### src/rtl/uart_irq_pkg.sv
package uart_irq_pkg;

  typedef enum logic [1:0] {
    RD_NONE   = 2'd0,
    RD_STATUS = 2'd1,
    RD_MASK   = 2'd2,
    RD_VECTOR = 2'd3
  } rdSel_e;

  // Strobes from control to datapath
  typedef struct packed {
    logic   maskWr;
    logic   vecWr;
    rdSel_e rdSel;
  } ctrlStrobes_t;

endpackage

### src/rtl/uart_irq_datapath.sv
module uart_irq_datapath
  import uart_irq_pkg::*;
#(
  parameter int NUM_CHAN     = 2,
  parameter int DATA_W       = 8,
  parameter int CHAN_STRIDE  = 4,
  parameter logic [DATA_W-1:0] RESET_VECTOR = 8'h0F
) (
  input  logic                clk,
  input  logic                rstN,
  input  ctrlStrobes_t        strobes,
  input  logic [DATA_W-1:0]   busWrData,
  input  logic [NUM_CHAN-1:0] chanTxReady,
  input  logic [NUM_CHAN-1:0] chanRxReady,
  input  logic [NUM_CHAN-1:0] chanFifoFull,
  input  logic [NUM_CHAN-1:0] chanFullMode,
  output logic [DATA_W-1:0]   statusVec,
  output logic [DATA_W-1:0]   maskReg,
  output logic [DATA_W-1:0]   vecReg,
  output logic [DATA_W-1:0]   rdData,
  output logic                anyMasked
);

  localparam int USED_W = NUM_CHAN * CHAN_STRIDE;
  localparam int PAD_W  = CHAN_STRIDE - 2;

  // Status assembly, one slice per channel
  for (genvar c = 0; c < NUM_CHAN; c++) begin : g_chan
    logic rxSrc;
    assign rxSrc = chanFullMode[c] ? chanFifoFull[c] : chanRxReady[c];
    assign statusVec[c*CHAN_STRIDE +: CHAN_STRIDE] =
      {{PAD_W{1'b0}}, rxSrc, chanTxReady[c]};
  end

  if (USED_W < DATA_W) begin : g_pad
    assign statusVec[DATA_W-1:USED_W] = '0;
  end

  // Programmable registers
  always_ff @(posedge clk or negedge rstN) begin
    if (!rstN) begin
      maskReg <= '0;
      vecReg  <= RESET_VECTOR;
    end else begin
      if (strobes.maskWr) maskReg <= busWrData;
      if (strobes.vecWr)  vecReg  <= busWrData;
    end
  end

  assign anyMasked = |(statusVec & maskReg);

  // Read mux
  always_comb begin
    unique case (strobes.rdSel)
      RD_STATUS: rdData = statusVec;
      RD_MASK:   rdData = maskReg;
      RD_VECTOR: rdData = vecReg;
      default:   rdData = '0;
    endcase
  end

endmodule

### src/rtl/uart_irq_control.sv
module uart_irq_control
  import uart_irq_pkg::*;
#(
  parameter int ADDR_W = 2,
  parameter int DATA_W = 8,
  parameter logic [ADDR_W-1:0] STATUS_ADDR = 2'd0,
  parameter logic [ADDR_W-1:0] MASK_ADDR   = 2'd1,
  parameter logic [ADDR_W-1:0] VECTOR_ADDR = 2'd2,
  parameter logic [DATA_W-1:0] SPURIOUS_VECTOR = 8'h18
) (
  input  logic              clk,
  input  logic              rstN,
  input  logic              busSel,
  input  logic              busWr,
  input  logic [ADDR_W-1:0] busAddr,
  input  logic              intAck,
  input  logic              anyMasked,
  input  logic [DATA_W-1:0] vecReg,
  output ctrlStrobes_t      strobes,
  output logic              intReq,
  output logic [DATA_W-1:0] ackVector
);

  logic prevMasked;
  logic pending;
  logic riseNow;

  // Bus decode
  always_comb begin
    strobes        = '0;
    strobes.rdSel  = RD_NONE;
    if (busSel) begin
      if (busWr) begin
        strobes.maskWr = (busAddr == MASK_ADDR);
        strobes.vecWr  = (busAddr == VECTOR_ADDR);
      end else begin
        if (busAddr == STATUS_ADDR)      strobes.rdSel = RD_STATUS;
        else if (busAddr == MASK_ADDR)   strobes.rdSel = RD_MASK;
        else if (busAddr == VECTOR_ADDR) strobes.rdSel = RD_VECTOR;
        else                             strobes.rdSel = RD_NONE;
      end
    end
  end

  assign riseNow = anyMasked && !prevMasked;

  // Edge-detected pending request
  always_ff @(posedge clk or negedge rstN) begin
    if (!rstN) begin
      prevMasked <= 1'b0;
      pending    <= 1'b0;
    end else begin
      prevMasked <= anyMasked;
      if (riseNow)     pending <= 1'b1;
      else if (intAck) pending <= 1'b0;
    end
  end

  assign intReq    = pending;
  assign ackVector = pending ? vecReg : SPURIOUS_VECTOR;

endmodule

### src/rtl/uart_irq_ctrl.sv
module uart_irq_ctrl
  import uart_irq_pkg::*;
#(
  parameter int NUM_CHAN    = 2,
  parameter int DATA_W      = 8,
  parameter int ADDR_W      = 2,
  parameter int CHAN_STRIDE = 4,
  parameter logic [DATA_W-1:0] RESET_VECTOR    = 8'h0F,
  parameter logic [DATA_W-1:0] SPURIOUS_VECTOR = 8'h18
) (
  input  logic                clk,
  input  logic                rstN,
  input  logic                busSel,
  input  logic                busWr,
  input  logic [ADDR_W-1:0]   busAddr,
  input  logic [DATA_W-1:0]   busWrData,
  output logic [DATA_W-1:0]   busRdData,
  input  logic [NUM_CHAN-1:0] chanTxReady,
  input  logic [NUM_CHAN-1:0] chanRxReady,
  input  logic [NUM_CHAN-1:0] chanFifoFull,
  input  logic [NUM_CHAN-1:0] chanFullMode,
  input  logic                intAck,
  output logic                intReq,
  output logic [DATA_W-1:0]   ackVector
);

  ctrlStrobes_t      strobes;
  logic [DATA_W-1:0] statusVec;
  logic [DATA_W-1:0] maskReg;
  logic [DATA_W-1:0] vecReg;
  logic              anyMasked;

  uart_irq_control #(
    .ADDR_W          (ADDR_W),
    .DATA_W          (DATA_W),
    .SPURIOUS_VECTOR (SPURIOUS_VECTOR)
  ) u_ctrl (
    .clk       (clk),
    .rstN      (rstN),
    .busSel    (busSel),
    .busWr     (busWr),
    .busAddr   (busAddr),
    .intAck    (intAck),
    .anyMasked (anyMasked),
    .vecReg    (vecReg),
    .strobes   (strobes),
    .intReq    (intReq),
    .ackVector (ackVector)
  );

  uart_irq_datapath #(
    .NUM_CHAN     (NUM_CHAN),
    .DATA_W       (DATA_W),
    .CHAN_STRIDE  (CHAN_STRIDE),
    .RESET_VECTOR (RESET_VECTOR)
  ) u_dp (
    .clk          (clk),
    .rstN         (rstN),
    .strobes      (strobes),
    .busWrData    (busWrData),
    .chanTxReady  (chanTxReady),
    .chanRxReady  (chanRxReady),
    .chanFifoFull (chanFifoFull),
    .chanFullMode (chanFullMode),
    .statusVec    (statusVec),
    .maskReg      (maskReg),
    .vecReg       (vecReg),
    .rdData       (busRdData),
    .anyMasked    (anyMasked)
  );

endmodule

### config.mk
export PLATFORM = sky130hd
export DESIGN_NAME = uart_irq_ctrl
export DESIGN_NICKNAME = d
export VERILOG_FILES = /design/src/rtl/uart_irq_pkg.sv /design/src/rtl/uart_irq_datapath.sv /design/src/rtl/uart_irq_control.sv /design/src/rtl/uart_irq_ctrl.sv
export SDC_FILE = /design/constraint.sdc
export NUM_CORES = 1
export LEC_CHECK = 0
export BUFFER_PORTS_ARGS = -buffer_cell sky130_fd_sc_hd__buf_2
export CORE_MARGIN = 1.5
export CORE_UTILIZATION = 40
export CTS_BUF_LIST = sky130_fd_sc_hd__clkbuf_8 sky130_fd_sc_hd__clkbuf_16
export CTS_CLUSTER_DIAMETER = 100
export CTS_CLUSTER_SIZE = 10
export DETAILED_ROUTE_END_ITERATION = 16
export PLACE_DENSITY = 0.68
export RECOVER_POWER = 50
export SLEW_MARGIN = 30
export SYNTH_ARGS = -nofsm -noshare
export SYNTH_HDL_FRONTEND = slang
export SYNTH_SLANG_ARGS = --single-unit
### constraint.sdc
create_clock -name clk -period 4.3 [get_ports clk]
set_clock_uncertainty 0.2 [all_clocks]
set_input_delay 0.645 -clock clk [delete_from_list [all_inputs] [get_ports clk]]
set_output_delay 0.645 -clock clk [all_outputs]
set_load 0.03 [all_outputs]
==> impl_metrics.xml <==
<?xml version="1.0" encoding="UTF-8"?>
<metrics>
  <group name="outcome">
    <metric name="status" unit="">finished clean</metric>
  </group>
  <group name="placement">
    <metric name="dpl_worst_slack" unit="ns">1.310</metric>
    <metric name="place.detailed.hpwl" unit="um">1576</metric>
    <metric name="routabilityCongestion" unit="">0.8003</metric>
    <metric name="placed_cells_incl_taps" unit="">140</metric>
    <metric name="io_buffers" unit="">39</metric>
  </group>
  <group name="timing">
    <metric name="finalSetupViolCount" unit="">0</metric>
    <metric name="fin_tns_setup" unit="ns">0</metric>
    <metric name="finalHoldWorstSlack" unit="ns">0.3095</metric>
    <metric name="final.setup.worst_slack" unit="ns">1.247</metric>
    <metric name="hold_viol" unit="">0</metric>
    <metric name="count_of_final_max_slew_check_failures" unit="">0</metric>
    <metric name="max_freq" unit="MHz">327.6</metric>
    <metric name="post-route-period-util" unit="%">70.99</metric>
    <metric name="worst_slew_margin_rel" unit="%">38.42</metric>
    <metric name="finalWorstPathRequiredPeriod" unit="ns">3.053</metric>
    <metric name="rsz_0062_raised_after_global_routing" unit="">no</metric>
    <metric name="tightestPinTransition" unit="ns">0.9237</metric>
  </group>
  <group name="logic_synthesis">
    <metric name="seq_total_area_yosys" unit="%">46.85</metric>
    <metric name="post_synth_instance_area" unit="um2">972.2</metric>
    <metric name="netlist.area_leader.share" unit="%">36.04</metric>
    <metric name="synth-seq-cells" unit="">18</metric>
    <metric name="synth_top_area_cell" unit="">sky130_fd_sc_hd__dfrtp_1</metric>
    <metric name="synth_cell_types" unit="">16</metric>
    <metric name="post_synth_main_area_contributors" unit="">sky130_fd_sc_hd__dfrtp_1 (36%), sky130_fd_sc_hd__mux2_2 (20%), sky130_fd_sc_hd__dfstp_2 (11%)</metric>
    <metric name="mappedNetlistNets" unit="">101</metric>
    <metric name="synthesis.yosys.warnings" unit="">0</metric>
    <metric name="synthesis.instances" unit="">74</metric>
    <metric name="synth.avg_cell_area" unit="um2">13.14</metric>
  </group>
  <group name="clock_network">
    <metric name="clockRootBuffer" unit="">sky130_fd_sc_hd__clkbuf_8</metric>
    <metric name="number_of_resized_instances_in_the_post_cts_repair_step" unit="">0</metric>
    <metric name="cts_tree" unit="">done</metric>
    <metric name="cts.hold.buffers_added" unit="">0</metric>
    <metric name="clkSlewWorstSetupHoldPaths" unit="ns">0.07</metric>
    <metric name="numCtsBuffers" unit="">3</metric>
    <metric name="ctsHtreeMaxLevel" unit="">1</metric>
    <metric name="post_cts_setup_repair_buffer_count" unit="">0</metric>
    <metric name="tritoncts_num_sinks" unit="">18</metric>
    <metric name="clock_latency" unit="ns">0.25</metric>
    <metric name="max-clock-path-buffers" unit="">2</metric>
  </group>
  <group name="worst_setup_path">
    <metric name="worst-endpoint-required" unit="ns">3.45</metric>
    <metric name="path_class" unit="">input port to output port</metric>
    <metric name="timing.critical_path.arrival" unit="ns">2.21</metric>
    <metric name="number_of_cells_traversed_by_the_worst_register_to_register_path" unit="">3</metric>
    <metric name="critical_path_peak_fanout" unit="">8</metric>
    <metric name="critPathSlowestCell" unit="">sky130_fd_sc_hd__nor3b_2</metric>
    <metric name="reg2reg_launch_point" unit="">u_dp.maskReg[0]</metric>
    <metric name="reg2reg_setup_slack" unit="ns">2.89</metric>
    <metric name="cells_along_the_critical_path" unit="">clkbuf_1 -&gt; inv_1 -&gt; ha_1 -&gt; nor3b_2 -&gt; a221o_1 -&gt; buf_2</metric>
    <metric name="timing.critical_path.slowest_cell_delay" unit="ns">0.53</metric>
    <metric name="timing.critical_path.from_type" unit="">input port</metric>
    <metric name="critPathCaptureType" unit="">output port</metric>
    <metric name="timing.rr.end" unit="">u_ctrl.intReq</metric>
  </group>
  <group name="floorplanning">
    <metric name="floorplan.initialDensity" unit="%">43.12</metric>
    <metric name="number_of_core_rows" unit="">17</metric>
    <metric name="num_io_pins" unit="">40</metric>
    <metric name="die-height" unit="um">52.30</metric>
    <metric name="area_of_the_die" unit="um2">2735</metric>
    <metric name="die_w" unit="um">52.30</metric>
    <metric name="design.core.area" unit="um2">2255</metric>
  </group>
  <group name="finish">
    <metric name="final_layout_size_suffix_gt1_share" unit="%">55.17</metric>
    <metric name="layout.cells.most_common_list" unit="">sky130_fd_sc_hd__buf_2 (37), sky130_fd_sc_hd__mux2_2 (17), sky130_fd_sc_hd__dfrtp_1 (14)</metric>
    <metric name="instances_no_fill" unit="">144</metric>
    <metric name="layout.core_utilization" unit="%">55.44</metric>
    <metric name="nFillCells" unit="">228</metric>
    <metric name="design.final.nets" unit="">144</metric>
    <metric name="num_antenna_cells" unit="">0</metric>
    <metric name="areaGrowthSynthToFinish" unit="%">28.57</metric>
    <metric name="layout_commonest_cell" unit="">sky130_fd_sc_hd__buf_2</metric>
  </group>
  <group name="global_routing">
    <metric name="gr-total-overflow" unit="">0</metric>
    <metric name="grt_antenna_before_repair" unit="">0</metric>
    <metric name="grt_pass1_vias" unit="">744</metric>
    <metric name="grt_pass1_wl" unit="um">3415</metric>
    <metric name="grt_max_degree" unit="">19</metric>
    <metric name="track_usage" unit="%">17.41</metric>
  </group>
  <group name="pwr">
    <metric name="seqPwrFrac" unit="%">44.3</metric>
    <metric name="combPwrFrac" unit="%">31.4</metric>
    <metric name="pwr_density_cell" unit="nW/um2">443.4</metric>
    <metric name="p_switching" unit="uW">184.1</metric>
    <metric name="clock_power_share" unit="%">24.3</metric>
    <metric name="p_leak" unit="uW">0.0006128</metric>
    <metric name="sw_frac_of_total" unit="%">33.22</metric>
    <metric name="internal-power" unit="uW">370.1</metric>
    <metric name="max-vdd-ir-drop" unit="V">0.0003002</metric>
  </group>
  <group name="routing">
    <metric name="drt_drc" unit="">0</metric>
    <metric name="wl_per_cell" unit="um">14.43</metric>
    <metric name="ant_nets" unit="">0</metric>
    <metric name="vias" unit="">770</metric>
    <metric name="vias_per_cell" unit="">5.347</metric>
    <metric name="drt_iter0_markers" unit="">8</metric>
    <metric name="drt_wl_total" unit="um">2078</metric>
    <metric name="drtPass1Iterations" unit="">4</metric>
  </group>
  <group name="run">
    <metric name="timing.max_cap.violations" unit="">0</metric>
  </group>
  <group name="min_path">
    <metric name="hold_path_class" unit="">input port to async pin</metric>
  </group>
</metrics>
Yosys cell counts:
cell type	n
sky130_fd_sc_hd__a221o_1	5
sky130_fd_sc_hd__a22o_1	6
sky130_fd_sc_hd__and2_1	6
sky130_fd_sc_hd__buf_2	1
sky130_fd_sc_hd__dfrtp_1	14
sky130_fd_sc_hd__dfstp_2	4
sky130_fd_sc_hd__ha_1	4
sky130_fd_sc_hd__inv_1	4
sky130_fd_sc_hd__mux2_1	1
sky130_fd_sc_hd__mux2_2	17
sky130_fd_sc_hd__nand2b_1	3
sky130_fd_sc_hd__nand3_1	2
sky130_fd_sc_hd__nor2_1	1
sky130_fd_sc_hd__nor3b_2	1
sky130_fd_sc_hd__nor4b_1	4
sky130_fd_sc_hd__nor4b_4	1
state kept, by name, summed over array words and instances, names as in the netlist:
| name | flops |
|---|---|
| u_dp.maskReg | 8 |
| u_dp.vecReg | 8 |
| u_ctrl.intReq | 1 |
| u_ctrl.prevMasked | 1 |
final cells by class:
class	count	area, um2	share of cell area (%)
Multi-Input combinational cell	51	496.7	39.74
Inverter	4	15.01	1.201
Clock buffer	4	55.05	4.404
Sequential cell	18	455.4	36.44
Timing Repair Buffer	39	192.7	15.42
Tap cell	28	35.03	2.803
metal layers:
metal / GRT usage (%) / wire length [um] / vias to the layer above / share of wire (%)
met5: 0 / 0 / - / 0
met4: 5.128 / 14 / 0 / 0.67
met3: 5.143 / 151 / 2 / 7.3
met2: 29.17 / 1032 / 25 / 50
met1: 21.53 / 879 / 372 / 42
li1: - / - / 371 / -
worst max-delay path: cells and delay by family:
| family | cells | cell delay, ns |
|---|---|---|
| buf+inv | 3 | 0.39 |
| simple gates | 1 | 0.53 |
| compound gates | 1 | 0.25 |
| fa+ha+maj | 1 | 0.38 |
cells by family (layout without fill, tap and decap cells):
family,count (synthesis),in the layout,share of synthesized area (%)
and+or+nand+nor,18,18,14.54
buffers and inverters,5,47,2.058
DFF,18,18,46.85
AOI/OAI and AO/OA,11,11,10.55
muxes,18,18,20.85
adders and majority gates,4,4,5.148
power by group through the flow:
| stage | clock network [uW] | logic [uW] | registers (uW) |
|---|---|---|---|
| 2_1_floorplan | 0 | 121 | 244 |
| 3_3_place_gp | 0 | 172 | 248 |
| 3_5_place_dp | 0 | 176 | 250 |
| 4_1_cts | 139 | 176 | 246 |
| 5_1_grt | 145 | 187 | 253 |
| 6_report | 135 | 174 | 245 |
worst max-delay path by stage:
stage | start | endpoint | slack, ns
after floorplan | busAddr[0] | busRdData[0] | 1.67
final | busAddr[1] | busRdData[0] | 1.25
after global routing | busAddr[1] | busRdData[5] | 1.18
after global placement | busAddr[0] | busRdData[0] | 1.36
after detailed placement | busAddr[0] | busRdData[0] | 1.31
after CTS | busAddr[0] | busRdData[0] | 1.31
through the flow:
| stage | instance area (um2) | total power, uW |
|---|---|---|
| 2_1_floorplan | 972.2 | 365.5 |
| 3_3_place_gp | 1197 | 420.0 |
| 3_5_place_dp | 1197 | 425.6 |
| 4_1_cts | 1252 | 561.6 |
| 5_1_grt | 1250 | 584.8 |
| 6_report | 1250 | 554.2 |
No activity file was read; power rests on OpenSTA's default activity.
